--- src/rtl/irq_trig_pkg.sv ---
package irq_trig_pkg;

  typedef enum logic [1:0] {
    TRIG_LVL_LO    = 2'd0,
    TRIG_EDGE_FALL = 2'd1,
    TRIG_LVL_HI    = 2'd2,
    TRIG_EDGE_RISE = 2'd3
  } trig_mode_e;

  localparam int unsigned OFF_MODE = 0;
  localparam int unsigned OFF_EN   = 4;
  localparam int unsigned OFF_PEND = 8;

endpackage

--- src/rtl/irq_sync.sv ---
module irq_sync #(
  parameter int unsigned STAGES  = 2,
  parameter logic        RST_VAL = 1'b1
) (
  input  logic clk_i,
  input  logic rst_ni,
  input  logic d_i,
  output logic q_o
);

  logic [STAGES-1:0] stg_q;

  always_ff @(posedge clk_i or negedge rst_ni) begin
    if (!rst_ni) stg_q <= {STAGES{RST_VAL}};
    else         stg_q <= {stg_q[STAGES-2:0], d_i};
  end

  assign q_o = stg_q[STAGES-1];

  p_stage_shift_r4: assert property (@(posedge clk_i) disable iff (!rst_ni)
    stg_q[STAGES-1] == $past(stg_q[STAGES-2]));

endmodule

--- src/rtl/irq_detect.sv ---
module irq_detect
  import irq_trig_pkg::*;
#(
  parameter logic RST_VAL = 1'b1
) (
  input  logic       clk_i,
  input  logic       rst_ni,
  input  trig_mode_e mode_i,
  input  logic       line_i,
  output logic       evt_o
);

  logic hist_q;

  // history always tracks the sample, so a mode change never sees a stale value
  always_ff @(posedge clk_i or negedge rst_ni) begin
    if (!rst_ni) hist_q <= RST_VAL;
    else         hist_q <= line_i;
  end

  always_comb begin
    unique case (mode_i)
      TRIG_LVL_LO:    evt_o = ~line_i;
      TRIG_LVL_HI:    evt_o = line_i;
      TRIG_EDGE_FALL: evt_o = hist_q & ~line_i;
      TRIG_EDGE_RISE: evt_o = ~hist_q & line_i;
      default:        evt_o = 1'b0;
    endcase
  end

  p_edge_needs_change_r12: assert property (@(posedge clk_i) disable iff (!rst_ni)
    (evt_o && (mode_i == TRIG_EDGE_RISE || mode_i == TRIG_EDGE_FALL))
      |-> (line_i != $past(line_i)));

endmodule

--- src/rtl/irq_regs.sv ---
module irq_regs
  import irq_trig_pkg::*;
#(
  parameter int unsigned ADDR_W = 4,
  parameter int unsigned DATA_W = 32
) (
  input  logic              clk_i,
  input  logic              rst_ni,
  input  logic [ADDR_W-1:0] addr_i,
  input  logic              wr_en_i,
  input  logic [DATA_W-1:0] wdata_i,
  input  logic              rd_en_i,
  input  logic              evt_i,
  output logic [DATA_W-1:0] rdata_o,
  output trig_mode_e        mode_o,
  output logic              en_o,
  output logic              pend_o
);

  localparam logic [ADDR_W-1:0] A_MODE = ADDR_W'(OFF_MODE);
  localparam logic [ADDR_W-1:0] A_EN   = ADDR_W'(OFF_EN);
  localparam logic [ADDR_W-1:0] A_PEND = ADDR_W'(OFF_PEND);

  logic [DATA_W-1:0] mode_q, rdata_q, rd_mux;
  logic              en_q, pend_q;
  logic              wr_mode, wr_en, ack;

  assign wr_mode = wr_en_i && (addr_i == A_MODE);
  assign wr_en   = wr_en_i && (addr_i == A_EN);
  assign ack     = wr_en_i && (addr_i == A_PEND) && wdata_i[0];

  always_ff @(posedge clk_i or negedge rst_ni) begin
    if (!rst_ni) begin
      mode_q <= '0;
      en_q   <= 1'b0;
    end else begin
      if (wr_mode) mode_q <= wdata_i;
      if (wr_en)   en_q   <= wdata_i[0];
    end
  end

  // a fresh trigger takes priority over the acknowledge
  always_ff @(posedge clk_i or negedge rst_ni) begin
    if (!rst_ni)    pend_q <= 1'b0;
    else if (evt_i) pend_q <= 1'b1;
    else if (ack)   pend_q <= 1'b0;
  end

  always_comb begin
    rd_mux = '0;
    if (addr_i == A_MODE)      rd_mux = mode_q;
    else if (addr_i == A_EN)   rd_mux = DATA_W'(en_q);
    else if (addr_i == A_PEND) rd_mux = DATA_W'(pend_q);
  end

  always_ff @(posedge clk_i or negedge rst_ni) begin
    if (!rst_ni)      rdata_q <= '0;
    else if (rd_en_i) rdata_q <= rd_mux;
  end

  assign rdata_o = rdata_q;
  assign mode_o  = trig_mode_e'(mode_q[1:0]);
  assign en_o    = en_q;
  assign pend_o  = pend_q;

  p_set_wins_r10: assert property (@(posedge clk_i) disable iff (!rst_ni)
    evt_i |=> pend_q);
  p_ack_clears_r9: assert property (@(posedge clk_i) disable iff (!rst_ni)
    (ack && !evt_i) |=> !pend_q);
  p_rise_has_cause_r5: assert property (@(posedge clk_i) disable iff (!rst_ni)
    $rose(pend_q) |-> $past(evt_i));
  p_en_bit_r13: assert property (@(posedge clk_i) disable iff (!rst_ni)
    wr_en |=> (en_q == $past(wdata_i[0])));
  p_mode_keep_r3: assert property (@(posedge clk_i) disable iff (!rst_ni)
    !wr_mode |=> $stable(mode_q));

endmodule

--- src/rtl/irq_trig_ctrl.sv ---
module irq_trig_ctrl
  import irq_trig_pkg::*;
#(
  parameter int unsigned ADDR_W      = 4,
  parameter int unsigned DATA_W      = 32,
  parameter int unsigned SYNC_STAGES = 2
) (
  input  logic              clk_i,
  input  logic              rst_ni,
  input  logic              line_i,
  input  logic [ADDR_W-1:0] addr_i,
  input  logic              wr_en_i,
  input  logic [DATA_W-1:0] wdata_i,
  input  logic              rd_en_i,
  output logic [DATA_W-1:0] rdata_o,
  output logic              irq_o
);

  // idle level matches the reset mode (low level), so reset does not fire
  localparam logic IDLE_LVL = 1'b1;

  logic       line_s, evt, en, pend;
  trig_mode_e mode;

  irq_sync #(.STAGES(SYNC_STAGES), .RST_VAL(IDLE_LVL)) u_sync (
    .clk_i  (clk_i),
    .rst_ni (rst_ni),
    .d_i    (line_i),
    .q_o    (line_s)
  );

  irq_detect #(.RST_VAL(IDLE_LVL)) u_det (
    .clk_i  (clk_i),
    .rst_ni (rst_ni),
    .mode_i (mode),
    .line_i (line_s),
    .evt_o  (evt)
  );

  irq_regs #(.ADDR_W(ADDR_W), .DATA_W(DATA_W)) u_regs (
    .clk_i   (clk_i),
    .rst_ni  (rst_ni),
    .addr_i  (addr_i),
    .wr_en_i (wr_en_i),
    .wdata_i (wdata_i),
    .rd_en_i (rd_en_i),
    .evt_i   (evt),
    .rdata_o (rdata_o),
    .mode_o  (mode),
    .en_o    (en),
    .pend_o  (pend)
  );

  assign irq_o = pend & en;

  p_irq_masked_r11: assert property (@(posedge clk_i) disable iff (!rst_ni)
    !en |-> !irq_o);
  p_irq_follows_r11: assert property (@(posedge clk_i) disable iff (!rst_ni)
    (en && pend) |-> irq_o);

endmodule

--- config.mk ---
export PLATFORM = sky130hd
export DESIGN_NAME = irq_trig_ctrl
export DESIGN_NICKNAME = d
export VERILOG_FILES = /design/src/rtl/irq_trig_pkg.sv /design/src/rtl/irq_sync.sv /design/src/rtl/irq_detect.sv /design/src/rtl/irq_regs.sv /design/src/rtl/irq_trig_ctrl.sv
export SDC_FILE = /design/constraint.sdc
export NUM_CORES = 1
export LEC_CHECK = 0
export ABC_AREA = 1
export BUFFER_PORTS_ARGS = -buffer_cell sky130_fd_sc_hd__buf_2
export CAP_MARGIN = 10
export CORE_ASPECT_RATIO = 1.2
export CORE_MARGIN = 5
export CORE_UTILIZATION = 45
export DETAILED_ROUTE_END_ITERATION = 10
export PLACE_DENSITY = 0.7
export SETUP_SLACK_MARGIN = 0.02
export SLEW_MARGIN = 5
export SYNTH_ARGS = -nofsm -noshare
export SYNTH_HDL_FRONTEND = slang
export SYNTH_SLANG_ARGS = --single-unit
--- constraint.sdc ---
create_clock -name clk_i -period 1.63 [get_ports clk_i]
set_clock_uncertainty 0.05 [all_clocks]
set_input_delay 0.0815 -clock clk_i [delete_from_list [all_inputs] [get_ports clk_i]]
set_output_delay 0.0815 -clock clk_i [all_outputs]
set_load 0.02 [all_outputs]
==> impl_metrics.tcl <==
set metrics [dict create \
    cts.path.max_buffers 2 \
    diodes 0 \
    fin_setup_tns_ns 0 \
    die_w_um 81.5 \
    switching_share_pct 25.2 \
    seqPwrFrac_pct 52.1 \
    synth_seq_cells 69 \
    period_share_pct 68.5 \
    yosys_warnings 0 \
    hold_viol 0 \
    post-cts-setup-buffers 0 \
    grt_pass1_wl_mm 10.0 \
    ctsResizeCount 0 \
    critPathArrivalTime_ns 0.98 \
    layout_common_cells "111 x nand2_1, 73 x buf_2, 66 x dfrtp_1, 51 x o21ai_0, 34 x dlygate4sd3_1" \
    switchingPower_uw 968 \
    fmax_mhz 896 \
    drive_gt1_share_pct 25.0 \
    dr.pass1.iters 4 \
    start_kind "flop" \
    outcome "finished clean" \
    setup_viol 0 \
    worstSetupPathType "flop to primary output" \
    via_per_inst 4.68 \
    gp_congestion 0.747 \
    fin_crit_ns 1.12 \
    drtIter0Drc 88 \
    hold_ws_ns 0.0306 \
    cp_cell_sequence "nand2_1, inv_1, buf_2" \
    clkPwrFrac_pct 34.7 \
    combPwrFrac_pct 13.2 \
    vias 2292 \
    p_per_area_mw_per_mm2 1030 \
    cp_max_fo 3 \
    fillers 523 \
    drc_errors 0 \
    hold_class "primary input to flop" \
    clk_latency_ns 0.33 \
    clkSinkCount 69 \
    critPathSlowestCell "dfrtp_1" \
    p_int_uw 2880 \
    grtUsageTotal_pct 16.8 \
    routedWlPerCell_um 12.5 \
    tightest_slew_ns 0.429 \
    core.rowCount 31 \
    synth.cell_area_mm2 0.00276 \
    ys_types 19 \
    required_ns 1.50 \
    port_buffers 73 \
    synth_nets 336 \
    max_slew_margin_pct 71.4 \
    drv_cap 0 \
    end_kind "primary output" \
    antenna_left 0 \
    power.leakage_uw 0.00193 \
    cts_tree "yes" \
    syn2layout_area_growth_pct 35.3 \
    h-tree-depth 3 \
    post-place-ws_ns 0.287 \
    hpwl_mm 4.02 \
    clkTransAtPathRegs_ns 0.07 \
    rsz0062_at_grt "no" \
    setup_slack_ns 0.514 \
    ys_seq_area_share_pct 62.7 \
    slew_viol_final 0 \
    die-area_mm2 0.00781 \
    grt_overflow 0 \
    ioPinCount 74 \
    avgSynthCellArea_um2 9.36 \
    grt_pass1_vias 2237 \
    slowest_delay_ns 0.41 \
    core_mm2 0.00601 \
    cts_made_buffers 9 \
    start_util_pct 45.9 \
    fin_nets 444 \
    grt_max_degree 70 \
    syn_inst 295 \
    wl_mm 6.13 \
    cts_root_buf "clkbuf_8" \
    final_common_cell "nand2_1" \
    vdd_drop_max_uv 615 \
    antenna_found_initial 0 \
    chipHeight_um 95.8 \
]
## metal layers
layer / wire length (um) / share of wire [%] / up-vias / GRT usage, %
met5: 0 / 0 / - / 0
met4: 101 / 1.6 / 0 / 8.87
met3: 252 / 4.1 / 8 / 2.25
met2: 3030 / 49 / 47 / 28.2
met1: 2750 / 45 / 1075 / 20.8
li1: - / - / 1162 / -
## critical path, delay by kind of cell (launching register included)
family / cells / cell delay [ns]
flip-flops: 1 / 0.41
buffers and inverters: 2 / 0.17
AND/OR/NAND/NOR: 1 / 0.07
## cells in the mapped netlist (all sizes together)
cell type  count  area [um^2]
o21ai         55          275
nor2           5         45.1
buf            5         46.3
inv           18         67.6
nand3          8         40.0
o31ai         11         82.6
dfrtp         66         1650
dfstp          3         78.8
nand2        112          428
clkbuf        12         46.3
## power groups by stage
| stage | Clock [uW] | Combinational [uW] | Sequential, uW |
|---|---|---|---|
| 3_5_place_dp | 0 | 451 | 2040 |
| 4_1_cts | 1360 | 514 | 2000 |
| 6_report | 1330 | 507 | 2000 |
| 5_1_grt | 1450 | 587 | 2030 |
| 3_3_place_gp | 0 | 436 | 2030 |
| 2_1_floorplan | 0 | 245 | 2040 |
## cells by family (layout without fill, tap and decap cells)
group           after synthesis  count (layout)  share of synthesized area (%)
simple gates                125             125                           18.6
flops                        69              69                           62.7
compound gates               66              66                           13.0
buf+inv                      35             148                           5.80
## stage by stage
stage,cell area [um^2],utilization (%),instances,power (uW)
floorplan,2760,-,295,2290
global placement,3200,53.3,440,2460
detailed placement,3200,53.3,440,2490
CTS,3730,62.1,490,3880
global route,3730,62.1,490,4070
finish,3730,62.1,490,3850
## worst paths after layout
kind	startpoint	to	slack (ns)	depth (start not counted)
max	u_regs.en_o	irq_o	0.51	3
min	wr_en_i	u_regs.en_o	0.03	3
max reg2reg	u_sync.stg_q[1]	u_regs.pend_o	0.72	3
min reg2reg	u_sync.stg_q[0]	u_sync.stg_q[1]	0.31	0
max in group asynchronous	rst_ni	u_sync.stg_q[0]	0.94	3
min in group asynchronous	rst_ni	u_regs.rdata_o[28]	0.24	3
## registers in the layout (all words and copies together) (netlist names)
signal and flops:
u_sync.stg_q 2, u_regs.en_o 1, u_regs.rdata_o 32, u_regs.mode_q 32
u_regs.pend_o 1, u_det.hist_q 1
## timing repair
action / CTS / global route
endpoints found under the hold margin: 100 / 0
setup endpoints to repair: 0 / 0
hold buffers: 34 / 0
## area by class of cell
cell class	instances	area, um^2	area share, %
well taps	82	103	2.75
inverters	18	67.6	1.81
clock buffers	12	145	3.89
clock inverters	4	47.5	1.27
multi-input cells	191	871	23.3
repair buffers	114	771	20.6
flip-flops and latches	69	1730	46.3
Note: power is estimated with default switching activity, not from simulation.
